==> src/rtl/aclink_tx_pkg.sv <==
package aclink_tx_pkg;

  // Life cycle of one control command on the outgoing link.
  typedef enum logic [1:0] {
    CMD_IDLE = 2'd0,  // nothing held, new request may be taken
    CMD_PEND = 2'd1,  // held, waiting for the next frame load
    CMD_SEND = 2'd2,  // inside the frame currently shifting
    CMD_WAIT = 2'd3   // sent, waiting for the receiver's reply
  } cmd_state_e;

endpackage

==> src/rtl/aclink_bit_timer.sv <==
// Bit position counter of the outgoing frame and early frame sync.
module aclink_bit_timer #(
  parameter int FRAME_LEN = 256,
  parameter int SYNC_W    = 16
) (
  input  logic clk,
  input  logic rst,
  output logic load,      // this edge drives the first bit of a new frame
  output logic last,      // this edge drives the last bit of the frame
  output logic sync_nxt   // sync level to register on this edge
);

  localparam int PW = $clog2(FRAME_LEN);
  localparam logic [PW-1:0] LAST_POS = PW'(FRAME_LEN - 1);
  localparam logic [PW-1:0] SYNC_END = PW'(SYNC_W - 1);

  logic [PW-1:0] pos_q;

  // Reset lands on the last position so the first edge raises sync
  // one bit ahead of the first frame.
  always_ff @(posedge clk) begin
    if (rst) begin
      pos_q <= LAST_POS;
    end else if (pos_q == LAST_POS) begin
      pos_q <= '0;
    end else begin
      pos_q <= pos_q + 1'b1;
    end
  end

  assign load     = (pos_q == '0);
  assign last     = (pos_q == LAST_POS);
  assign sync_nxt = last || (pos_q < SYNC_END);

endmodule

==> src/rtl/aclink_cmd_tracker.sv <==
// Holds one control command from acceptance until its reply arrives.
module aclink_cmd_tracker
  import aclink_tx_pkg::*;
#(
  parameter int IDX_W  = 7,
  parameter int DATA_W = 16
) (
  input  logic              clk,
  input  logic              rst,
  input  logic              cmd_valid,
  input  logic              cmd_read,
  input  logic [IDX_W-1:0]  cmd_index,
  input  logic [DATA_W-1:0] cmd_wdata,
  input  logic              rsp_done,
  input  logic              load,
  input  logic              last,
  output logic              cmd_on,     // command goes into the frame being loaded
  output logic              hold_read,
  output logic [IDX_W-1:0]  hold_index,
  output logic [DATA_W-1:0] hold_wdata,
  output logic              busy,
  output logic              sent
);

  cmd_state_e        state_q;
  logic              sent_q;
  logic              read_q;
  logic [IDX_W-1:0]  index_q;
  logic [DATA_W-1:0] wdata_q;
  logic              take;

  assign take = cmd_valid && (state_q == CMD_IDLE);

  always_ff @(posedge clk) begin
    if (rst) begin
      state_q <= CMD_IDLE;
      sent_q  <= 1'b0;
    end else begin
      sent_q <= 1'b0;
      unique case (state_q)
        CMD_IDLE: if (cmd_valid) state_q <= CMD_PEND;
        CMD_PEND: if (load)      state_q <= CMD_SEND;
        CMD_SEND: if (last) begin
          state_q <= CMD_WAIT;
          sent_q  <= 1'b1;
        end
        CMD_WAIT: if (rsp_done)  state_q <= CMD_IDLE;
        default:                 state_q <= CMD_IDLE;
      endcase
    end
  end

  always_ff @(posedge clk) begin
    if (rst) begin
      read_q  <= 1'b0;
      index_q <= '0;
      wdata_q <= '0;
    end else if (take) begin
      read_q  <= cmd_read;
      index_q <= cmd_index;
      wdata_q <= cmd_wdata;
    end
  end

  assign cmd_on     = (state_q == CMD_PEND);
  assign hold_read  = read_q;
  assign hold_index = index_q;
  assign hold_wdata = wdata_q;
  assign busy       = (state_q != CMD_IDLE);
  assign sent       = sent_q;

endmodule

==> src/rtl/aclink_frame_builder.sv <==
// Combinational assembly of one outgoing frame: tag word plus slots.
module aclink_frame_builder #(
  parameter int TAG_W     = 16,
  parameter int SLOT_W    = 20,
  parameter int NUM_SLOTS = 12,
  parameter int IDX_W     = 7,
  parameter int DATA_W    = 16,
  parameter int PCM_W     = 16,
  parameter int ID_W      = 2
) (
  input  logic                                  cmd_on,
  input  logic                                  cmd_read,
  input  logic [IDX_W-1:0]                      cmd_index,
  input  logic [DATA_W-1:0]                     cmd_wdata,
  input  logic                                  play,
  input  logic [PCM_W-1:0]                      left,
  input  logic [PCM_W-1:0]                      right,
  input  logic [ID_W-1:0]                       codec_id,
  output logic [TAG_W+NUM_SLOTS*SLOT_W-1:0]     frame
);

  localparam int FRAME_LEN = TAG_W + NUM_SLOTS * SLOT_W;
  localparam int CMD_PAD   = SLOT_W - 1 - IDX_W;
  localparam int DATA_PAD  = SLOT_W - DATA_W;
  localparam int PCM_PAD   = SLOT_W - PCM_W;
  localparam int TAG_GAP   = TAG_W - 1 - NUM_SLOTS - ID_W;

  logic                  is_write;
  logic [NUM_SLOTS-1:0]  flags;      // MSB flags slot 1
  logic [TAG_W-1:0]      tag;
  logic [SLOT_W-1:0]     slot_w [NUM_SLOTS];

  assign is_write = cmd_on && !cmd_read;

  always_comb begin
    flags                = '0;
    flags[NUM_SLOTS-1]   = cmd_on;
    flags[NUM_SLOTS-2]   = is_write;
    flags[NUM_SLOTS-3]   = play;
    flags[NUM_SLOTS-4]   = play;
  end

  assign tag = {cmd_on | play, flags, {TAG_GAP{1'b0}}, codec_id};

  // Slot k of the link sits at array index k-1.
  for (genvar s = 0; s < NUM_SLOTS; s++) begin : g_slot
    if (s == 0) begin : g_addr
      assign slot_w[s] = cmd_on ? {cmd_read, cmd_index, {CMD_PAD{1'b0}}} : '0;
    end else if (s == 1) begin : g_wdat
      assign slot_w[s] = is_write ? {cmd_wdata, {DATA_PAD{1'b0}}} : '0;
    end else if (s == 2) begin : g_left
      assign slot_w[s] = play ? {left, {PCM_PAD{1'b0}}} : '0;
    end else if (s == 3) begin : g_right
      assign slot_w[s] = play ? {right, {PCM_PAD{1'b0}}} : '0;
    end else begin : g_zero
      assign slot_w[s] = '0;
    end
  end

  always_comb begin
    frame = '0;
    frame[FRAME_LEN-1 -: TAG_W] = tag;
    for (int s = 0; s < NUM_SLOTS; s++) begin
      frame[FRAME_LEN-TAG_W-1-s*SLOT_W -: SLOT_W] = slot_w[s];
    end
  end

endmodule

==> src/rtl/aclink_shifter.sv <==
// Parallel-load, MSB-first shift register with a registered data pin.
module aclink_shifter #(
  parameter int FRAME_LEN = 256
) (
  input  logic                 clk,
  input  logic                 rst,
  input  logic                 load,
  input  logic [FRAME_LEN-1:0] frame,
  output logic                 sdata
);

  logic [FRAME_LEN-1:0] sh_q;
  logic                 sd_q;

  always_ff @(posedge clk) begin
    if (rst) begin
      sh_q <= '0;
      sd_q <= 1'b0;
    end else if (load) begin
      sd_q <= frame[FRAME_LEN-1];
      sh_q <= {frame[FRAME_LEN-2:0], 1'b0};
    end else begin
      sd_q <= sh_q[FRAME_LEN-1];
      sh_q <= {sh_q[FRAME_LEN-2:0], 1'b0};
    end
  end

  assign sdata = sd_q;

endmodule

==> src/rtl/aclink_tx_serializer.sv <==
// Outgoing link frame serializer: timer, command holder, frame builder, shifter.
module aclink_tx_serializer #(
  parameter int TAG_W     = 16,
  parameter int SLOT_W    = 20,
  parameter int NUM_SLOTS = 12,
  parameter int IDX_W     = 7,
  parameter int DATA_W    = 16,
  parameter int PCM_W     = 16,
  parameter int ID_W      = 2
) (
  input  logic              clk,
  input  logic              rst,
  input  logic [ID_W-1:0]   codec_id,
  input  logic              play_en,
  input  logic [PCM_W-1:0]  pcm_left,
  input  logic [PCM_W-1:0]  pcm_right,
  input  logic              cmd_valid,
  input  logic              cmd_read,
  input  logic [IDX_W-1:0]  cmd_index,
  input  logic [DATA_W-1:0] cmd_wdata,
  input  logic              rsp_done,
  output logic              cmd_busy,
  output logic              cmd_sent,
  output logic              sdata,
  output logic              sync
);

  localparam int FRAME_LEN = TAG_W + NUM_SLOTS * SLOT_W;

  logic                  load;
  logic                  last;
  logic                  sync_nxt;
  logic                  sync_q;
  logic                  cmd_on;
  logic                  hold_read;
  logic [IDX_W-1:0]      hold_index;
  logic [DATA_W-1:0]     hold_wdata;
  logic [FRAME_LEN-1:0]  frame;

  aclink_bit_timer #(
    .FRAME_LEN (FRAME_LEN),
    .SYNC_W    (TAG_W)
  ) i_timer (
    .clk      (clk),
    .rst      (rst),
    .load     (load),
    .last     (last),
    .sync_nxt (sync_nxt)
  );

  aclink_cmd_tracker #(
    .IDX_W  (IDX_W),
    .DATA_W (DATA_W)
  ) i_cmd (
    .clk        (clk),
    .rst        (rst),
    .cmd_valid  (cmd_valid),
    .cmd_read   (cmd_read),
    .cmd_index  (cmd_index),
    .cmd_wdata  (cmd_wdata),
    .rsp_done   (rsp_done),
    .load       (load),
    .last       (last),
    .cmd_on     (cmd_on),
    .hold_read  (hold_read),
    .hold_index (hold_index),
    .hold_wdata (hold_wdata),
    .busy       (cmd_busy),
    .sent       (cmd_sent)
  );

  aclink_frame_builder #(
    .TAG_W     (TAG_W),
    .SLOT_W    (SLOT_W),
    .NUM_SLOTS (NUM_SLOTS),
    .IDX_W     (IDX_W),
    .DATA_W    (DATA_W),
    .PCM_W     (PCM_W),
    .ID_W      (ID_W)
  ) i_build (
    .cmd_on    (cmd_on),
    .cmd_read  (hold_read),
    .cmd_index (hold_index),
    .cmd_wdata (hold_wdata),
    .play      (play_en),
    .left      (pcm_left),
    .right     (pcm_right),
    .codec_id  (codec_id),
    .frame     (frame)
  );

  aclink_shifter #(
    .FRAME_LEN (FRAME_LEN)
  ) i_shift (
    .clk   (clk),
    .rst   (rst),
    .load  (load),
    .frame (frame),
    .sdata (sdata)
  );

  always_ff @(posedge clk) begin
    if (rst) sync_q <= 1'b0;
    else     sync_q <= sync_nxt;
  end

  assign sync = sync_q;

endmodule

==> config.mk <==
export PLATFORM = sky130hd
export DESIGN_NAME = aclink_tx_serializer
export DESIGN_NICKNAME = d
export VERILOG_FILES = /design/src/rtl/aclink_tx_pkg.sv /design/src/rtl/aclink_bit_timer.sv /design/src/rtl/aclink_cmd_tracker.sv /design/src/rtl/aclink_frame_builder.sv /design/src/rtl/aclink_shifter.sv /design/src/rtl/aclink_tx_serializer.sv
export SDC_FILE = /design/constraint.sdc
export NUM_CORES = 1
export LEC_CHECK = 0
export ABC_AREA = 1
export BUFFER_PORTS_ARGS = -buffer_cell sky130_fd_sc_hd__buf_2
export CAP_MARGIN = 10
export CORE_ASPECT_RATIO = 0.9
export CORE_UTILIZATION = 60
export CTS_CLUSTER_DIAMETER = 30
export DETAILED_ROUTE_END_ITERATION = 10
export PLACE_DENSITY = 0.85
export SLEW_MARGIN = 15
export SYNTH_ARGS = -nofsm -noshare
export SYNTH_HDL_FRONTEND = slang
export SYNTH_SLANG_ARGS = --single-unit
==> constraint.sdc <==
create_clock -name clk -period 2.9 [get_ports clk]
set_clock_uncertainty 0.15 [all_clocks]
set_input_delay 0.725 -clock clk [delete_from_list [all_inputs] [get_ports clk]]
set_output_delay 0.725 -clock clk [all_outputs]
set_load 0.01 [all_outputs]
* Word level (Yosys, flattened, before mapping)
Index checks and enable logic that the tools add are counted.
** Word-level totals
- Bits in registers :: 293
- Word-level logic and storage cells :: 45
** Cells by class
- Equality and inequality tests :: 8
- Multiplexer cells :: 13
- Order comparisons :: 1
- Bitwise gates (word level) :: 2
- Reduce and logical (&&, ||, !) cells :: 10
- Add/subtract/negate cells :: 1
** Operator list (count)
- 2-to-1 mux 256 bit :: 1
- 2-to-1 mux 20 bit :: 4
- adder 8 x 1 -> 8 bit (second input constant) :: 1
- == test 8 bit (second input constant) :: 1
- logical NOT 8 bit :: 1
- < comparator 8 x 4 -> 1 bit (second input constant) :: 1
- 2-to-1 mux 2 bit :: 4
- 2-to-1 mux 8 bit :: 1
- != test 2 bit (second input constant) :: 4
- case mux 2 bit (4 select lines) :: 1
- == test 2 bit (second input constant) :: 2
- AND reduction 4 bit :: 1
- OR reduction 2 bit :: 2
- == test 2 x 1 -> 1 bit (second input constant) :: 1
- logical AND 1 bit :: 2
- logical NOT 2 bit :: 1
- 2-to-1 mux 1 bit :: 2
- nonzero test 2 bit :: 1
- logical NOT 1 bit :: 1
- logical OR 1 bit :: 1
- inverter 1 bit :: 1
- OR 1 bit :: 1

* Longest topological paths before layout
- Word-level depth :: 4
- Gate-level depth with buffers :: 9
- Gate-level depth less buffers :: 9

* By module
A second synthesis with hierarchy kept.
** Second synthesis, totals
- Cell total of the unflattened synthesis :: 2141
- Area, all modules :: 14218.6 µm²
** Modules (own cells, without submodules)
- aclink_shifter :: area each 10603.9 µm², times used 1, cells an instance 1619
- aclink_frame_builder :: area each 2079.5 µm², times used 1, cells an instance 322
- aclink_cmd_tracker :: area each 1082.3 µm², times used 1, cells an instance 138
- aclink_bit_timer :: area each 422.9 µm², times used 1, cells an instance 59
- aclink_tx_serializer :: area each 30.0 µm², times used 1, cells an instance 3

* Least setup slack after synthesis
OpenSTA, ideal clock, no wires.
- Kind :: input -> register
- Start :: input rst
- End :: register i_shift.sh_q[212]
- Setup slack :: 1303 ps
- Arrival time :: 1378 ps
- Cell stages on the path :: 4
- Path buffers :: 1
- Path through :: nor2_2 -> nand3_2 -> buf_2 -> o21ai_1
** RTL lines
- start: declaration :: RTL line aclink_tx_serializer.sv:12 : input logic rst,
- end signal: assignment :: RTL line aclink_shifter.sv:21 : sh_q <= {frame[FRAME_LEN-2:0], 1'b0};
- end signal: assignment :: RTL line aclink_shifter.sv:24 : sh_q <= {sh_q[FRAME_LEN-2:0], 1'b0};
- end: declaration :: RTL line aclink_shifter.sv:12 : logic [FRAME_LEN-1:0] sh_q;

* Worst setup path after layout
- Start :: register i_cmd.state_q[0]
- End :: output cmd_busy
** On the way
- Longest elaborated chain between the ends :: 1
** Ends and longest elaborated chain
- start: declaration :: RTL line aclink_cmd_tracker.sv:25 : cmd_state_e state_q;
- start signal: assignment :: RTL line aclink_cmd_tracker.sv:36 : state_q <= CMD_IDLE;
- start signal: assignment :: RTL line aclink_cmd_tracker.sv:41 : CMD_IDLE: if (cmd_valid) state_q <= CMD_PEND;
- start signal: assignment :: RTL line aclink_cmd_tracker.sv:42 : CMD_PEND: if (load) state_q <= CMD_SEND;
- nonzero test 2 bit :: RTL line aclink_cmd_tracker.sv:69 : assign busy = (state_q != CMD_IDLE);
- end: declaration :: RTL line aclink_tx_serializer.sv:22 : output logic cmd_busy,
No other way between the ends.

==> metrics.txt <==
Vias 3408; setup violators final 0; Detailed Place HPWL 5.199 mm; synthesized area per cell 8.249 um^2; CP cell instances inv_1, ha_1, inv_1, buf_2; 1st-iter DRT viols 157; post-synthesis compound-gate area fraction 0.1144; Crit Path Category flip-flop to output port; Leak 2.477 nW; Finished Cell Area 5396 um^2; CTS Sinks 128; Post-Syn Area 4397 um^2; mux cell area share after synthesis 0; fin. max-slew vios 0; fin util 0.7627; WHS Endpoint i_shift.sh_q[221]; largest family of logic cells by synthesized area simple AND/OR/NAND/NOR gates; H-tree depth 4; Largest delay share family, worst path flip-flops; vias per inst 4.841; XOR/XNOR Fraction of Synth Area 0.003984; post-synthesis simple-gate area fraction 0.1673; Worst Path Max Fanout 4; Core Box Area 7076 um^2; final period utilization 0.7811; HP Class flip-flop to flip-flop; Synth Net Count 603; Initial Utilization 0.6214; # hold bufs at CTS 0; Cell variety after synth 24; CTS Buf Count 17; DRC viols 0; chip height 83.21 um; total track usage 0.2541; Syn Inst Count 533; layout cells sized above 1 0.1866; final antenna-violating net count 0; startpoint class of the critical path flip-flop; R2R cell count 7; CTS max path bufs 2; Pwr Density 899.6 nW/um^2; Layout Nets 669; EDFF count, synth 0; antenna violations before repair 0; Buf+Inv Stages, Crit Path 3; maxcap violations 0; Worst Hold Depth 2; GP Congestion 0.8062; top-count cell post-synth dfxtp_1; Die Wd 92.24 um; main flop type after synthesis dfxtp_1; most used cell, CP inv_1; Clock Latency Late Sink 520 ps; RSZ-0062 raised after global routing no; # IOs 67; hold slack 253.9 ps; port bufs 66; pre-CTS setup slack 772.0 ps; Crit path required time 2030 ps; Layout area overhead 22.74%; # fillers 458; sequential-to-total area share from yosys stat 0.5828; final setup margin 634.7 ps; r2r startpoint i_timer.pos_q[0]; # Post-CTS Setup Buffers 0; CTS clk-pin slew, worst paths 60 ps; cell taking the most area after synthesis dfxtp_1; first-pass GRT wire length 14.84 mm; Max VDD drop 0.6458 mV; Routed WL 8.968 mm; Synth Area in Adders 0.01992; largest net degree at the start of global routing 44; Synth Register Bits 128; root buffer cell clkbuf_8; Period minus WS final 2265 ps; num rows 29; Die Area 7675 um^2; crit path DAT 1390 ps; Worst setup EP type output port; fraction of registers with async set/reset 0; cts repair resizes 0; FMAX 0.4414 GHz; Final Hold Viols 0; R2R setup slack 710 ps; Worst path slowest cell dfxtp_1; R2R Path End i_shift.sh_q[232]; DR pass1 iterations 6; vias in the first global route 3301; Slowest Stage Delay on Critical Path 360 ps; # diodes 0; total gr overflow 0; WL/cell 12.74 um; post-place instance area 4763 um^2; status completed; synth top area cells dfxtp_1 58%, inv_1 8.4%, nand2_1 8.0%; worst-margin pin slew 690.1 ps; share of the synthesized area in the top cell type 0.5828; CP startpoint i_cmd.state_q[0]; Synth warnings 0; worst rel slew slack 0.5394; TNS Setup 0 ps; CTS tree built; worst hold start i_shift.sh_q[220]; synth cell count leaders 128 x dfxtp_1, 98 x inv_1, 94 x nand2_1
[worst max-delay path by stage]
stage | slack (ps) | cells after the start | to
finish | 630 | 4 | cmd_busy
global route | 490 | 6 | i_shift.sh_q[167]
CTS | 610 | 4 | cmd_busy
detailed placement | 770 | 6 | i_shift.sh_q[167]
global placement | 870 | 4 | i_shift.sh_q[184]
floorplan | 1300 | 4 | i_shift.sh_q[212]
[power breakdown]
group | switching, mW | total [mW] | internal, mW
sequential | 0.0842 | 2.00 | 1.91
clock | 0.745 | 2.27 | 1.52
combinational | 0.374 | 0.592 | 0.218
[worst register-to-register path, delay by kind of cell (launching register included)]
family                   cells  cell delay (ps)
adder cells (fa/ha/maj)      1              190
flip-flops                   1              390
buffers and inverters        2              420
AND/OR/NAND/NOR              4              960
[per-stage QoR]
step	cells	power, mW
global placement	673	2.573
CTS	704	4.874
finish	704	4.855
global route	704	5.071
floorplan	533	2.446
detailed placement	673	2.605
[layout by cell type, fill, tap and decap left out, types with 10 or more instances in the layout]
master	synthesis	final
o21ai_0	44	44
nor2_1	53	53
nand3_1	10	10
nand2_1	94	94
buf_2	14	66
inv_1	98	98
o21ai_1	37	37
clkbuf_16	0	16
dfxtp_1	128	128
a21oi_1	18	18
[state kept, by name, summed over array words and instances (netlist names)]
signal and flops:
i_cmd.hold_wdata 16, i_cmd.sent 1, i_shift.sdata 1, i_cmd.state_q 2, i_cmd.hold_read 1, i_timer.pos_q 8
i_cmd.hold_index 7, sync 1, i_shift.sh_q 91
[cells by family (layout without fill, tap and decap cells)]
group | count (synthesis) | count (layout)
compound gates | 100 | 100
xor+xnor | 2 | 2
fa+ha+maj | 7 | 7
buf+inv | 122 | 200
flops | 128 | 128
simple gates | 174 | 174
[routing by layer]
layer	GRT usage	wire length [um]	vias to the layer above
met2	0.4410	4649	88
met1	0.2822	3764	1551
li1	-	-	1747
met5	0	0	-
met4	0.1278	207	0
met3	0.07326	346	22
[area by class of cell]
cell class / count / area (um^2) / area share
multi-input combinational: 283 / 1344 / 0.2490
tap: 93 / 116.4 / 0.02156
sequential: 128 / 2562 / 0.4748
clock inverter: 10 / 183.9 / 0.03408
clock buffer: 21 / 449.2 / 0.08324
inverter: 100 / 375.4 / 0.06956
timing repair buffer: 69 / 365.4 / 0.06770
No activity file was read; power rests on OpenSTA's default activity.
